===== src/rtl/tsand_pkg.sv =====
// Package: shared constants and helpers for the three-share masked AND.
// Assumes share index order A=0, B=1, C=2, cyclic successor used by share functions.
package tsand_pkg;

    localparam int NSHARE = 3;

    typedef enum logic [1:0] {
        SH_A = 2'd0,
        SH_B = 2'd1,
        SH_C = 2'd2
    } share_idx_e;

    // Cyclic successor of a share index (A->B->C->A).
    function automatic int next_share(input int idx);
        return (idx + 1) % NSHARE;
    endfunction

endpackage


===== src/rtl/tsand_share_fn.sv =====
// Module: one output share function of the masked AND, with its own output register.
// Computes own&own ^ own_s&next_k ^ own_k&next_s ^ mask and registers it on enable.
// Assumes: it is fed only the "own" and "next" shares of each secret (non-completeness).
module tsand_share_fn #(
    parameter int W = 32
) (
    input  logic         clk,
    input  logic         rst_n,
    input  logic         en_i,
    input  logic [W-1:0] s_own_i,
    input  logic [W-1:0] s_nxt_i,
    input  logic [W-1:0] k_own_i,
    input  logic [W-1:0] k_nxt_i,
    input  logic [W-1:0] mask_i,
    output logic [W-1:0] y_o
);

    logic [W-1:0] cross_w;

    // Cross-product terms of this share, refreshed by the mask.
    always_comb begin
        cross_w = (s_own_i & k_own_i) ^ (s_own_i & k_nxt_i) ^ (k_own_i & s_nxt_i) ^ mask_i;
    end

    // Register the share so glitches never meet other shares combinationally.
    always_ff @(posedge clk) begin
        if (!rst_n) begin
            y_o <= '0;
        end else if (en_i) begin
            y_o <= cross_w;
        end
    end

endmodule


===== src/rtl/tsand_refresh.sv =====
// Module: builds the two refresh vectors from shifted key masks plus carried bits.
// r1 = {kb[W-2:0], b1}, r2 = {kc[W-2:0], b2}. The carried bits are the top bits of
// the last accepted kb/kc words; a start pulse overrides them with rnd_i.
// Assumes: start_i and take_i may be high together; start wins for the current word.
module tsand_refresh #(
    parameter int W = 32
) (
    input  logic         clk,
    input  logic         rst_n,
    input  logic         start_i,
    input  logic [1:0]   rnd_i,
    input  logic         take_i,
    input  logic [W-1:0] kb_i,
    input  logic [W-1:0] kc_i,
    output logic [W-1:0] r1_o,
    output logic [W-1:0] r2_o
);

    logic [1:0] carry_q;
    logic [1:0] fresh_w;

    // Pick the fresh bits for the current word: seed on start, else carried bits.
    always_comb begin
        fresh_w = start_i ? rnd_i : carry_q;
        r1_o    = {kb_i[W-2:0], fresh_w[0]};
        r2_o    = {kc_i[W-2:0], fresh_w[1]};
    end

    // Keep the shifted-out top bits for the next word, or the seed when idle.
    always_ff @(posedge clk) begin
        if (!rst_n) begin
            carry_q <= 2'b00;
        end else if (take_i) begin
            carry_q <= {kc_i[W-1], kb_i[W-1]};
        end else if (start_i) begin
            carry_q <= rnd_i;
        end
    end

endmodule


===== src/rtl/tri_share_and.sv =====
// Module: top of the three-share masked bitwise AND, one W-bit word per clock.
// Three share functions each see two shares of each secret; outputs are refreshed
// and registered, latency one cycle. Assumes inputs are fresh uniform shares.
module tri_share_and #(
    parameter int W = 32
) (
    input  logic         clk,
    input  logic         rst_n,
    input  logic         start_i,
    input  logic [1:0]   rnd_i,
    input  logic         in_valid_i,
    input  logic [W-1:0] s_a_i,
    input  logic [W-1:0] s_b_i,
    input  logic [W-1:0] s_c_i,
    input  logic [W-1:0] k_a_i,
    input  logic [W-1:0] k_b_i,
    input  logic [W-1:0] k_c_i,
    output logic [W-1:0] q_a_o,
    output logic [W-1:0] q_b_o,
    output logic [W-1:0] q_c_o,
    output logic         q_valid_o
);
    import tsand_pkg::*;

    logic [W-1:0] s_sh   [NSHARE];
    logic [W-1:0] k_sh   [NSHARE];
    logic [W-1:0] mask_w [NSHARE];
    logic [W-1:0] y_w    [NSHARE];
    logic [W-1:0] r1_w;
    logic [W-1:0] r2_w;

    // Gather the shares into indexed arrays for the generate loop.
    always_comb begin
        s_sh[SH_A] = s_a_i;
        s_sh[SH_B] = s_b_i;
        s_sh[SH_C] = s_c_i;
        k_sh[SH_A] = k_a_i;
        k_sh[SH_B] = k_b_i;
        k_sh[SH_C] = k_c_i;
    end

    // Assign refresh masks per share: r1, r2 and their sum so the masks cancel.
    always_comb begin
        mask_w[SH_A] = r1_w;
        mask_w[SH_B] = r2_w;
        mask_w[SH_C] = r1_w ^ r2_w;
    end

    tsand_refresh #(.W(W)) u_refresh (
        .clk     (clk),
        .rst_n   (rst_n),
        .start_i (start_i),
        .rnd_i   (rnd_i),
        .take_i  (in_valid_i),
        .kb_i    (k_b_i),
        .kc_i    (k_c_i),
        .r1_o    (r1_w),
        .r2_o    (r2_w)
    );

    for (genvar g = 0; g < NSHARE; g++) begin : g_share
        localparam int NX = (g + 1) % NSHARE;
        tsand_share_fn #(.W(W)) u_fn (
            .clk     (clk),
            .rst_n   (rst_n),
            .en_i    (in_valid_i),
            .s_own_i (s_sh[g]),
            .s_nxt_i (s_sh[NX]),
            .k_own_i (k_sh[g]),
            .k_nxt_i (k_sh[NX]),
            .mask_i  (mask_w[g]),
            .y_o     (y_w[g])
        );
    end

    // Drive the output ports from the registered shares.
    always_comb begin
        q_a_o = y_w[SH_A];
        q_b_o = y_w[SH_B];
        q_c_o = y_w[SH_C];
    end

    // Valid flag follows the input strobe by one clock.
    always_ff @(posedge clk) begin
        if (!rst_n) begin
            q_valid_o <= 1'b0;
        end else begin
            q_valid_o <= in_valid_i;
        end
    end

endmodule


===== config.mk =====
export PLATFORM = sky130hd
export DESIGN_NAME = tri_share_and
export DESIGN_NICKNAME = d
export VERILOG_FILES = /design/src/rtl/tsand_pkg.sv /design/src/rtl/tsand_share_fn.sv /design/src/rtl/tsand_refresh.sv /design/src/rtl/tri_share_and.sv
export SDC_FILE = /design/constraint.sdc
export NUM_CORES = 1
export LEC_CHECK = 0
export CAP_MARGIN = 20
export CORE_MARGIN = 3
export CORE_UTILIZATION = 42
export CTS_CLUSTER_SIZE = 10
export DETAILED_ROUTE_END_ITERATION = 8
export PLACE_DENSITY = 0.78
export SYNTH_ARGS = -nofsm -noshare
export SYNTH_HDL_FRONTEND = slang
export SYNTH_SLANG_ARGS = --single-unit

===== constraint.sdc =====
create_clock -name clk -period 1.5 [get_ports clk]
set_clock_uncertainty 0.1 [all_clocks]
set_input_delay 0.3 -clock clk [delete_from_list [all_inputs] [get_ports clk]]
set_output_delay 0.3 -clock clk [all_outputs]
set_load 0.02 [all_outputs]

=== After elaboration in Yosys (flattened, before gate mapping) ===
Index checks and enable logic that the tools add are counted.

* Input port bits: 198
* Output and inout port bits: 97
* Flip-flop bits (word level): 99
* Logic and storage cells: 26

* Mux-type cells: 2
* Bitwise operators: 19

{| class="wikitable"
|+ Operators by type and width
! cell !! number
|-
| bitwise XOR 32 bit || 10
|-
| AND 32 bit || 9
|-
| 2-to-1 mux 2 bit || 2
|}

=== Longest topological paths before layout ===
Gate-level depths: netlist of run 1.

* Depth after elaboration: 4
* Depth in mapped cells: 6
* Depth with buffers taken out: 5

=== Modules after synthesis ===
Synthesis of run 1 repeated with hierarchy kept, for this count alone.

* Cells, all modules: 1319
* Area total of the unflattened synthesis: 10847.9 um^2

{| class="wikitable"
|+ By module, submodules not included
! module !! area each (um^2) !! instances !! cells each
|-
| tsand_share_fn || 3324.4 || 3 || 405
|-
| tsand_refresh || 568.0 || 1 || 70
|-
| tri_share_and || 306.5 || 1 || 34
|}

=== Least setup slack after synthesis of run 1 ===
OpenSTA, ideal clock, no wires.

* Path type: in2reg
* Start point: in k_b_i[10]
* End point: reg g_share[1].u_fn.y_o[10]
* Path buffers: 1
* Library setup time: 79 ps
* Arrival: 1276 ps
* Data required time: 1321 ps
* Slack: 46 ps
* Cell stages on the path: 5
* Cells stage by stage: buf_2 mux2_2 a221oi_1 nand4_1 o211ai_1

* Cells in the longest elaborated chain, start to end: 4
* Elaborated cells between the ends (all ways): 5
* Classes of those cells: bitwise (5)

{| class="wikitable"
|+ Ends and longest elaborated chain
! element !! line !! RTL
|-
| from (decl) || tri_share_and.sv:16 || <nowiki>input logic [W-1:0] k_b_i,</nowiki>
|-
| AND 32 bit || tsand_share_fn.sv:22 || <nowiki>cross_w = (s_own_i & k_own_i) ^ (s_own_i & k_nxt_i) ^ (k_own_i & s_nxt_i) ^ mask_i;</nowiki>
|-
| bitwise XOR 32 bit || tsand_share_fn.sv:22 ||
|-
| bitwise XOR 32 bit * (2 in series) || tsand_share_fn.sv:22 ||
|-
| to (signal assigned) || tsand_share_fn.sv:30 || <nowiki>y_o <= cross_w;</nowiki>
|-
| to (decl) || tsand_share_fn.sv:15 || <nowiki>output logic [W-1:0] y_o</nowiki>
|}

Mark *: on every way between the ends. The rest lies on a longest branch, timed or not.
A chain may end at the register's enable or synchronous reset.

=== Worst setup path after layout of run 1 ===
* Start point: in k_c_i[26]
* End point: reg g_share[2].u_fn.y_o[26]

* Cells in the longest elaborated chain, start to end: 4
* Elaborated cells between the ends (all ways): 5
* Classes of those cells: bitwise (5)

{| class="wikitable"
|+ Ends and longest elaborated chain
! element !! line !! RTL
|-
| from (decl) || tri_share_and.sv:17 || <nowiki>input logic [W-1:0] k_c_i,</nowiki>
|-
| AND 32 bit || tsand_share_fn.sv:22 ||
|-
| bitwise XOR 32 bit || tsand_share_fn.sv:22 ||
|-
| bitwise XOR 32 bit * (2 in series) || tsand_share_fn.sv:22 ||
|-
| to (signal assigned) || tsand_share_fn.sv:30 ||
|-
| to (decl) || tsand_share_fn.sv:15 ||
|}

Marks and branches as above.

==> flow_summary_export.csv, run 1 <==
group,metric,value,unit
outcome,outcome,"finished, violations left",
outcome,violations,"setup timing",
worst_setup_path,crit_type,"input port to flop",
logic_synthesis,syn-num-nets,1172,
die,die-area,0.0222,mm2
power_and_ir_drop,leakage,6.63,nW
drt,avgRoutedWirePerCell,19.2,um
clock_network,cts_buffer_depth,2,
drt,drtPass1Iterations,5,
drt,drtIter0Drc,607,
sta,fmax,0.646,GHz
logic_synthesis,synthAdderAreaFrac,0,%
hold_path,hp-start,"rst_n",
die,row_count,51,
logic_synthesis,syn_avg_cell_area,8.81,um2
logic_synthesis,yosys.area_share.simple,35.6,%
logic_synthesis,synth_top_family_by_area,"simple AND/OR/NAND/NOR gates",
grt,grt_pass1_wl,46300,um
finish,nets,1579,
clock_network,cts_tree,"built",
drt,ant_nets,0,
power_and_ir_drop,powerDensity,643,mW/mm2
logic_synthesis,synth_warnings,0,
worst_setup_path,max_stage_delay,0.58,ns
grt,grt_pass1_vias,9485,
hold_path,hold_end,"q_valid_o$_SDFF_PN0_",
clock_network,clk_pin_slew_worst_paths,0.07,ns
logic_synthesis,synth-compound-area-share,21.5,%
finish,seqCellArea,0.00198,mm2
worst_setup_path,endpoint_kind,"flop",
logic_synthesis,synth_seq_cells,99,
sta,fin_crit_sh,103,%
die,core_area,0.0198,mm2
sta,hold_viol,0,
sta,holdWs,0.139,ns
finish,multi_input_area,0.00748,mm2
sta,tightest_slew,0.513,ns
worst_setup_path,critical_path.reg2reg.endpoint,"g_share[2].u_fn.y_o[0]$_SDFFE_PN0P_",
worst_setup_path,cp.required,1.61,ns
worst_setup_path,critPathSlowestCell,"clkdlybuf4s50_1",
grt,grt_max_degree,120,
worst_setup_path,reg2regPathDepth,4,
die,chipHeight,149,um
finish,final_cells,1657,
finish,drive_above_1_share,30.5,%
sta,max_slew_margin,65.8,%
sta,finalSetupViolCount,3,
die,io_pins,295,
logic_synthesis,synthMuxAreaShare,8.34,%
place,gp_congestion,0.858,
clock_network,htree_levels,3,
run,cap_violations,0,
worst_setup_path,reg2reg_slack,0.03,ns
logic_synthesis,synthCells,974,
logic_synthesis,ys_async_sr_fraction,0,%
die,dieWidth,149,um
logic_synthesis,synth_ff_type,"dfxtp_1",
place,dp_hpwl,21500,um
power_and_ir_drop,ir_worst_vdd,0.495,mV
die,start_util,43.4,%
drt,route.detailed.drc,0,
clock_network,cts_hold_buf,0,
grt,grtUsageTotal,24.9,%
grt,grt-ovfl-total,0,
worst_setup_path,path_max_fanout,5,
worst_setup_path,worstPathArrival,1.66,ns
logic_synthesis,synth-xor-area-share,7.04,%
logic_synthesis,synth-edff-count,0,
clock_network,cts_buffers,9,
finish,area_growth,71.5,%
sta,rsz0062_at_grt,"true",
hold_path,min_delay_path_depth,3,
sta,layout_setup_ws,-0.0486,ns
clock_network,clock_sinks,99,
power_and_ir_drop,power.total,9.47,mW
worst_setup_path,critical_path.top_delay_family,"buffers and inverters",
worst_setup_path,r2r_start,"u_refresh.carry_q[1]$_SDFF_PN0_",
worst_setup_path,crit_chain,"clkdlybuf4s50_1 > and3b_1 > a311oi_2 > xnor2_1 > a21oi_1",
worst_setup_path,critPathLaunchType,"input port",
place,port_buffers,294,
place,dp_cells,1636,
drt,vias,10000,
logic_synthesis,synth.distinct_cells,41,
clock_network,insertion_delay,0.35,ns
drt,wl,31800,um
clock_network,clock-root-buffer,"clkbuf_16",
sta,finalMaxSlewViolations,0,
logic_synthesis,yosysSeqAreaShare,23.1,%
logic_synthesis,syn-cell-area,0.00858,mm2
sta,finalWorstPathRequiredPeriod,1.55,ns
finish,fill_cells,1364,
drt,viasPerCell,6.04,
grt,antenna_found_initial,7,
hold_path,hp-class,"input port to flop",
worst_setup_path,critical_path_buf_inv_count,1,
==> tightest hold or removal path, cell delays in order <==
cell	delay (ns)
buf_6	0.08
nand2_1	0.09
inv_1	0.08
==> metrics by stage <==
step                utilization [%]  setup WS (ns)  cell area (um2)  TNS, ns
global placement               65.5         -0.511            13000   -34.35
detailed placement             65.5         -0.537            13000   -37.16
CTS                            68.6       0.000119            13600        0
finish                         74.4        -0.0486            14700  -0.0997
floorplan                         -         0.0455             8580        0
global route                   74.4         -0.112            14700   -0.723
==> power breakdown <==
group	total [mW]	leakage, nW	internal [mW]	switching [mW]
sequential	3.00	0.820	2.87	0.133
combinational	3.87	5.66	2.00	1.87
clock	2.60	0.156	1.46	1.14
total	9.47	6.63	6.33	3.14
==> flip-flops by register name (all words and copies together) (netlist names) <==
register           cells
g_share.u_fn.y_o      96
u_refresh.carry_q      2
q_valid_o              1
==> timing repair <==
| action | 4_1_cts | 5_1_grt |
|---|---|---|
| setup buffers | 0 | 0 |
| setup endpoints to repair | 157 | 99 |
| pin swaps | 25 | 102 |
| gates resized for setup | 193 | 251 |
==> layer usage <==
layer,GRT usage (%),part of all wire (%),vias to the layer above
met5,0,0.066,-
li1,-,-,4709
met1,29.3,38,4865
met2,44.8,52,343
met4,8.33,3.2,4
met3,5.50,6.8,81
==> cells in the final DEF (no fill, tap or decap), drive strengths merged, types with 4 or more instances in the layout <==
cell type	synthesis	routed
nand2b	33	33
clkbuf	43	12
xnor2	67	67
diode	0	6
o211ai	59	59
dlymetal6s2s	0	109
nand4	58	58
mux2	60	60
nor3b	5	5
inv	2	4
and3b	31	31
nor4bb	90	90
clkdlybuf4s15	0	16
clkdlybuf4s50	0	64
dfxtp	99	99
a21oi	33	33
nand3	69	69
nor2b	61	61
buf	42	189
nand2	9	9
mux2i	4	4
a311oi	30	30
nor2	5	5
dlygate4sd2	0	100
nand3b	59	59
o21ai	35	35
a221oi	59	59
==> area by class of cell <==
cell class              count  area share [%]
diodes                      6           0.102
clock buffers               9            1.53
clock inverters             7           0.621
inverters                   3          0.0765
multi-input cells         787            50.9
flip-flops and latches     99            13.5
well taps                 265            2.25
repair buffers            481            31.1
==> Yosys cell counts (all sizes together) (30+ instances only) <==
master	number	share of area (%)
dfxtp	99	23
nor4bb	90	10
nand3	69	4.0
xnor2	67	6.8
nor2b	61	4.4
mux2	60	7.9
a221oi	59	6.1
nand3b	59	5.2
o211ai	59	5.2
nand4	58	4.2
clkbuf	43	1.9
buf	42	2.4
o21ai	35	2.0
a21oi	33	1.9
nand2b	33	2.4
and3b	31	3.2
a311oi	30	5.1
==> logic make-up after synthesis <==
| family | Yosys count |
|---|---|
| AOI/OAI and AO/OA | 227 |
| xor gates and xnor gates | 69 |
| buffers and inverters | 88 |
| DFF | 99 |
| muxes | 64 |
| and+or+nand+nor | 427 |
==> how the worst max path moves through the flow <==
stage	startpoint	to	slack, ns	cells after the start
after floorplan	k_b_i[10]	g_share[1].u_fn.y_o[10]$_SDFFE_PN0P_	0.05	5
final	k_c_i[26]	g_share[2].u_fn.y_o[26]$_SDFFE_PN0P_	-0.05	5
after global routing	k_c_i[26]	g_share[2].u_fn.y_o[26]$_SDFFE_PN0P_	-0.11	5
after CTS	k_b_i[14]	g_share[1].u_fn.y_o[14]$_SDFFE_PN0P_	0.0001	6
after global placement	k_b_i[12]	g_share[1].u_fn.y_o[12]$_SDFFE_PN0P_	-0.51	6
after detailed placement	k_b_i[12]	g_share[1].u_fn.y_o[12]$_SDFFE_PN0P_	-0.54	6
Note: power is estimated with default switching activity, not from simulation.
==> inputs of run 2 (changes only) <==
--- a/config.mk
+++ b/config.mk
@@ -5,10 +5,9 @@
 export SDC_FILE = /design/constraint.sdc
 export NUM_CORES = 1
 export LEC_CHECK = 0
-export CAP_MARGIN = 20
-export CORE_MARGIN = 3
+export CAP_MARGIN = 40
 export CORE_UTILIZATION = 42
-export CTS_CLUSTER_SIZE = 10
+export CTS_CLUSTER_SIZE = 40
 export DETAILED_ROUTE_END_ITERATION = 8
 export PLACE_DENSITY = 0.78
 export SYNTH_ARGS = -nofsm -noshare
==> flow_summary_export.csv, run 2 (synthesis results as in run 1) <==
group,metric,value,unit
outcome,outcome,"finished, violations left",
outcome,violations,"setup timing",
finish,final_cells,1650,
sta,finalWorstPathRequiredPeriod,1.55,ns
place,gp_congestion,0.860,
sta,fin_crit_sh,103,%
power_and_ir_drop,p_sw,3.16,mW
finish,fill_cells,1320,
power_and_ir_drop,power_frac_comb,40.1,%
drt,avgRoutedWirePerCell,18.9,um
power_and_ir_drop,clockPowerShare,29.0,%
place,port_buffers,294,
finish,area_growth,72.3,%
worst_setup_path,worstPathArrival,1.67,ns
sta,tns,-0.0911,ns
clock_network,cts_hold_buf,0,
drt,route.detailed.drc,0,
worst_setup_path,max_stage_delay,0.51,ns
grt,grt_max_degree,85,
grt,antenna_found_initial,5,
drt,drtIter0Drc,496,
finish,regMostFlops,"g_share.u_fn.y_o",
worst_setup_path,endpoint_kind,"flop",
worst_setup_path,critical_path.top_delay_family,"buffers and inverters",
grt,grt_pass1_vias,9184,
drt,vias,9875,
sta,layout_setup_ws,-0.0451,ns
die,dieWidth,145,um
die,core_area,0.0197,mm2
worst_setup_path,path_max_fanout,7,
finish,final_common_cell,"buf_4",
power_and_ir_drop,seqPwrFrac,30.9,%
run,cap_violations,0,
sta,fmax,0.647,GHz
grt,grt-ovfl-total,0,
sta,finalMaxSlewViolations,0,
sta,rsz0062_at_grt,"true",
clock_network,clock-root-buffer,"clkbuf_16",
grt,grt_pass1_wl,45700,um
die,die-area,0.0210,mm2
finish,post-route-util,75.0,%
die,io_pins,295,
die,row_count,51,
place,dp_cells,1629,
die,chipHeight,145,um
clock_network,cts_buffer_depth,2,
worst_setup_path,crit_chain,"clkdlybuf4s50_1 > buf_4 > nor4bb_1 > a221oi_2 > nand4_1 > o211ai_1",
drt,ant_nets,0,
worst_setup_path,critPathLaunchType,"input port",
sta,tightest_slew,0.492,ns
drt,wl,31200,um
power_and_ir_drop,swShare,32.5,%
die,start_util,43.5,%
clock_network,clk_pin_slew_worst_paths,0.07,ns
power_and_ir_drop,power.total,9.74,mW
worst_setup_path,critPathSlowestCell,"clkdlybuf4s50_1",
grt,grtUsageTotal,26.2,%
finish,layout_common_cells,"buf_4, dfxtp_1, clkdlybuf4s50_1",
clock_network,htree_levels,3,
finish,drive_above_1_share,30.1,%
sta,hold_viol,0,
clock_network,insertion_delay,0.35,ns
sta,max_slew_margin,67.2,%
clock_network,cts_setup_buffers,0,
place,dp_hpwl,20900,um
worst_setup_path,crit_type,"input port to flop",
power_and_ir_drop,powerDensity,659,mW/mm2
sta,finalSetupViolCount,5,
finish,nets,1573,
finish,top_regs,"g_share.u_fn.y_o: 96 flops, u_refresh.carry_q: 2 flops, q_valid_o: 1 flops",
finish,largest_reg_flops,96,
power_and_ir_drop,ir_worst_vdd,0.399,mV
clock_network,clock_sinks,99,
sta,holdWs,0.104,ns
clock_network,cts_buffers,9,
drt,viasPerCell,5.98,
power_and_ir_drop,internal_power,6.58,mW
worst_setup_path,critical_path_buf_inv_count,2,
worst_setup_path,cp.required,1.63,ns
drt,drtPass1Iterations,6,
clock_network,cts_tree,"built",
power_and_ir_drop,leakage,6.46,nW
hold_path,hp-class,"input port to flop",
[run 2: cell types whose count changed in the layout (fill, tap and decap cells not counted), sizes merged]
| cell | change |
|---|---|
| buf | -5 |
| bufinv | +1 |
| clkbuf | -1 |
| clkdlybuf4s15 | -1 |
| clkdlybuf4s50 | +31 |
| clkinv | -2 |
| diode | -1 |
| dlygate4sd2 | -7 |
| dlymetal6s2s | -22 |
[run 2: tightest hold or removal path: cells and delay by family]
family        cells  cell delay [ns]
simple gates      1             0.08
buf+inv           2             0.15
[run 2: what timing repair did]
action,4_1_cts,5_1_grt
setup endpoints to repair,152,98
pin swaps,9,109
cloned,0,0
gates resized for setup,167,253
[run 2: power by group through the flow]
stage	clock (mW)	combinational [mW]	sequential, mW
floorplan	0	1.42	3.32
global placement	0	3.46	3.07
detailed placement	0	3.54	3.07
CTS	2.86	3.52	3.00
global route	2.97	4.16	3.03
finish	2.83	3.91	3.01
[run 2: through the flow]
stage	cell area, um2	worst slack [ns]
3_3_place_gp	12900	-0.485
2_1_floorplan	8580	0.0455
5_1_grt	14800	-0.0987
6_report	14800	-0.0451
3_5_place_dp	12900	-0.505
4_1_cts	13500	0.00194
[run 2: metal layers]
| layer | wire length [um] | global-route usage (%) |
|---|---|---|
| met1 | 12600 | 32.2 |
| met2 | 15600 | 43.9 |
| met3 | 1850 | 4.69 |
| met4 | 1120 | 12.6 |
| met5 | 0 | 0 |
[run 2: final timing paths]
kind | to | cells after the start | slack, ns | from
max | g_share[1].u_fn.y_o[27]$_SDFFE_PN0P_ | 6 | -0.05 | k_b_i[27]
min | q_valid_o$_SDFF_PN0_ | 3 | 0.10 | rst_n
min reg2reg | g_share[0].u_fn.y_o[30]$_SDFFE_PN0P_ | 1 | 0.40 | g_share[0].u_fn.y_o[30]$_SDFFE_PN0P_
max reg2reg | g_share[2].u_fn.y_o[0]$_SDFFE_PN0P_ | 4 | 0.07 | u_refresh.carry_q[1]$_SDFF_PN0_
[run 2: area by class of cell]
cell class                 count  area, um2  area share, %
clock buffer                  10        239           1.62
timing repair buffer         475       4510           30.5
tap                          265        332           2.24
multi-input combinational    787       7590           51.3
sequential                    99       1980           13.4
inverter                       3       11.3         0.0761
antenna                        5       12.5         0.0846
clock inverter                 6        111          0.753
==> inputs of run 3 (changes only) <==
--- a/config.mk
+++ b/config.mk
@@ -9,7 +9,7 @@
 export CORE_UTILIZATION = 42
 export CTS_CLUSTER_SIZE = 40
 export DETAILED_ROUTE_END_ITERATION = 8
-export PLACE_DENSITY = 0.78
+export PLACE_DENSITY = 0.83
 export SYNTH_ARGS = -nofsm -noshare
 export SYNTH_HDL_FRONTEND = slang
 export SYNTH_SLANG_ARGS = --single-unit
==> flow_summary_export.csv, run 3 (synthesis results as in run 1) <==
group,metric,value,unit
outcome,outcome,"finished, violations left",
outcome,violations,"setup timing",
sta,max_slew_margin,68.2,%
clock_network,cts_buffer_depth,2,
drt,avgRoutedWirePerCell,20.2,um
finish,layout_common_cells,"buf_4, dlygate4sd2_1, dfxtp_1",
finish,final_common_cell,"buf_4",
drt,route.detailed.drc,0,
power_and_ir_drop,seqPwrFrac,31.0,%
finish,regMostFlops,"g_share.u_fn.y_o",
sta,rsz0062_at_grt,"true",
die,dieWidth,145,um
power_and_ir_drop,ir_worst_vdd,0.394,mV
sta,layout_setup_ws,-0.120,ns
finish,multi_input_area,0.00765,mm2
grt,grt-ovfl-total,0,
worst_setup_path,max_stage_delay,0.52,ns
worst_setup_path,worstPathArrival,1.78,ns
grt,grt_pass1_wl,48100,um
worst_setup_path,crit_chain,"clkdlybuf4s50_1 > mux2_4 > a221oi_2 > nand4_1 > o211ai_1",
grt,grt_pass1_vias,9785,
sta,finalWorstPathRequiredPeriod,1.62,ns
die,row_count,51,
worst_setup_path,critPathSlowestCell,"clkdlybuf4s50_1",
power_and_ir_drop,clockPowerShare,28.0,%
power_and_ir_drop,internal_power,6.53,mW
drt,vias,10200,
drt,drtPass1Iterations,6,
clock_network,insertion_delay,0.35,ns
power_and_ir_drop,p_sw,3.18,mW
place,gp_congestion,0.847,
place,port_buffers,294,
grt,grt_max_degree,109,
worst_setup_path,path_max_fanout,2,
die,core_area,0.0197,mm2
drt,wl,33500,um
die,die-area,0.0210,mm2
run,cap_violations,0,
clock_network,clock_sinks,99,
die,io_pins,295,
finish,area_growth,73.2,%
drt,viasPerCell,6.13,
sta,fin_crit_sh,108,%
worst_setup_path,critPathLaunchType,"input port",
finish,largest_reg_flops,96,
grt,grtUsageTotal,27.4,%
power_and_ir_drop,powerDensity,654,mW/mm2
worst_setup_path,endpoint_kind,"flop",
sta,fmax,0.617,GHz
finish,fill_cells,1245,
finish,seqCellArea,0.00198,mm2
finish,top_regs,"g_share.u_fn.y_o: 96 flops, u_refresh.carry_q: 2 flops, q_valid_o: 1 flops",
clock_network,htree_levels,3,
hold_path,hp-class,"input port to flop",
drt,drtIter0Drc,568,
finish,drive_above_1_share,30.7,%
clock_network,clock-root-buffer,"clkbuf_16",
sta,finalSetupViolCount,12,
worst_setup_path,crit_type,"input port to flop",
power_and_ir_drop,power_frac_comb,41.0,%
power_and_ir_drop,leakage,6.56,nW
clock_network,cts_buffers,9,
clock_network,clk_pin_slew_worst_paths,0.07,ns
clock_network,cts_tree,"built",
sta,tightest_slew,0.477,ns
power_and_ir_drop,power.total,9.72,mW
place,dp_hpwl,21400,um
worst_setup_path,cp.required,1.66,ns
sta,hold_viol,0,
grt,antenna_found_initial,9,
sta,finalMaxSlewViolations,0,
die,start_util,43.5,%
sta,holdWs,0.117,ns
finish,nets,1582,
die,chipHeight,145,um
drt,ant_nets,0,
power_and_ir_drop,swShare,32.7,%
[run 3: cell types whose count changed in the layout (fill, tap and decap cells not counted), moves of 3 or more]
cell	previous run	this run
dlygate4sd2_1	93	101
diode_2	5	10
clkbuf_2	1	4
buf_4	169	178
nor4bb_4	25	35
nor4bb_2	33	22
clkdlybuf4s50_1	95	90
a221oi_4	27	24
a221oi_2	32	35
clkdlybuf4s15_1	15	12
[run 3: worst paths after layout]
path	from	end	slack, ns	cells past startpoint
hold / removal	rst_n	q_valid_o$_SDFF_PN0_	0.12	3
setup / recovery	k_b_i[17]	g_share[1].u_fn.y_o[17]$_SDFFE_PN0P_	-0.12	5
setup reg to reg	u_refresh.carry_q[1]$_SDFF_PN0_	g_share[2].u_fn.y_o[0]$_SDFFE_PN0P_	0.02	4
hold reg to reg	g_share[1].u_fn.y_o[11]$_SDFFE_PN0P_	g_share[1].u_fn.y_o[11]$_SDFFE_PN0P_	0.40	2
[run 3: repair_timing]
item                                    4_1_cts  5_1_grt
pin swaps                                    19       99
setup buffers                                 0        1
hold buffers                                  0        0
endpoints found under the setup margin      155       95
gates resized for setup                     192      247
[run 3: area by class of cell]
cell class                 count  share of cell area, %
clock buffer                  10                   1.54
inverter                       3                 0.0758
tap                          265                   2.23
sequential                    99                   13.4
multi-input combinational    787                   51.5
clock inverter                 5                  0.690
timing repair buffer         484                   30.5
antenna                       10                  0.168
[run 3: power groups by stage]
stage	combinational [mW]	clock (mW)	sequential (mW)
final	3.98	2.72	3.01
after global routing	4.21	2.85	3.04
after CTS	3.57	2.74	3.00
after detailed placement	3.55	0	3.07
after global placement	3.46	0	3.06
after floorplan	1.42	0	3.32
[run 3: metal layers]
layer | vias up | track usage [%] | routed length, um
met5 | - | 0 | 0
met4 | 0 | 12.0 | 1200
met3 | 81 | 4.43 | 2040
met2 | 404 | 49.0 | 17500
met1 | 4983 | 31.8 | 12800
li1 | 4731 | - | -
[run 3: through the flow]
| step | setup WS, ns | cells | setup TNS (ns) | area, um2 | util, % |
|---|---|---|---|---|---|
| after detailed placement | -0.520 | 1637 | -36.10 | 13000 | 65.8 |
| after floorplan | 0.0455 | 974 | 0 | 8580 | - |
| after global routing | -0.126 | 1662 | -1.70 | 14900 | 75.4 |
| final | -0.120 | 1663 | -0.516 | 14900 | 75.4 |
| after global placement | -0.504 | 1637 | -32.86 | 13000 | 65.8 |
| after CTS | -0.0334 | 1652 | -0.0834 | 13600 | 69.1 |
[run 3: critical path, delay by kind of cell]
| kind | cells | cell delay, ns |
|---|---|---|
| AO/OA/AOI/OAI | 2 | 0.46 |
| multiplexers | 1 | 0.32 |
| AND/OR/NAND/NOR | 1 | 0.18 |
| buffers and inverters | 1 | 0.52 |
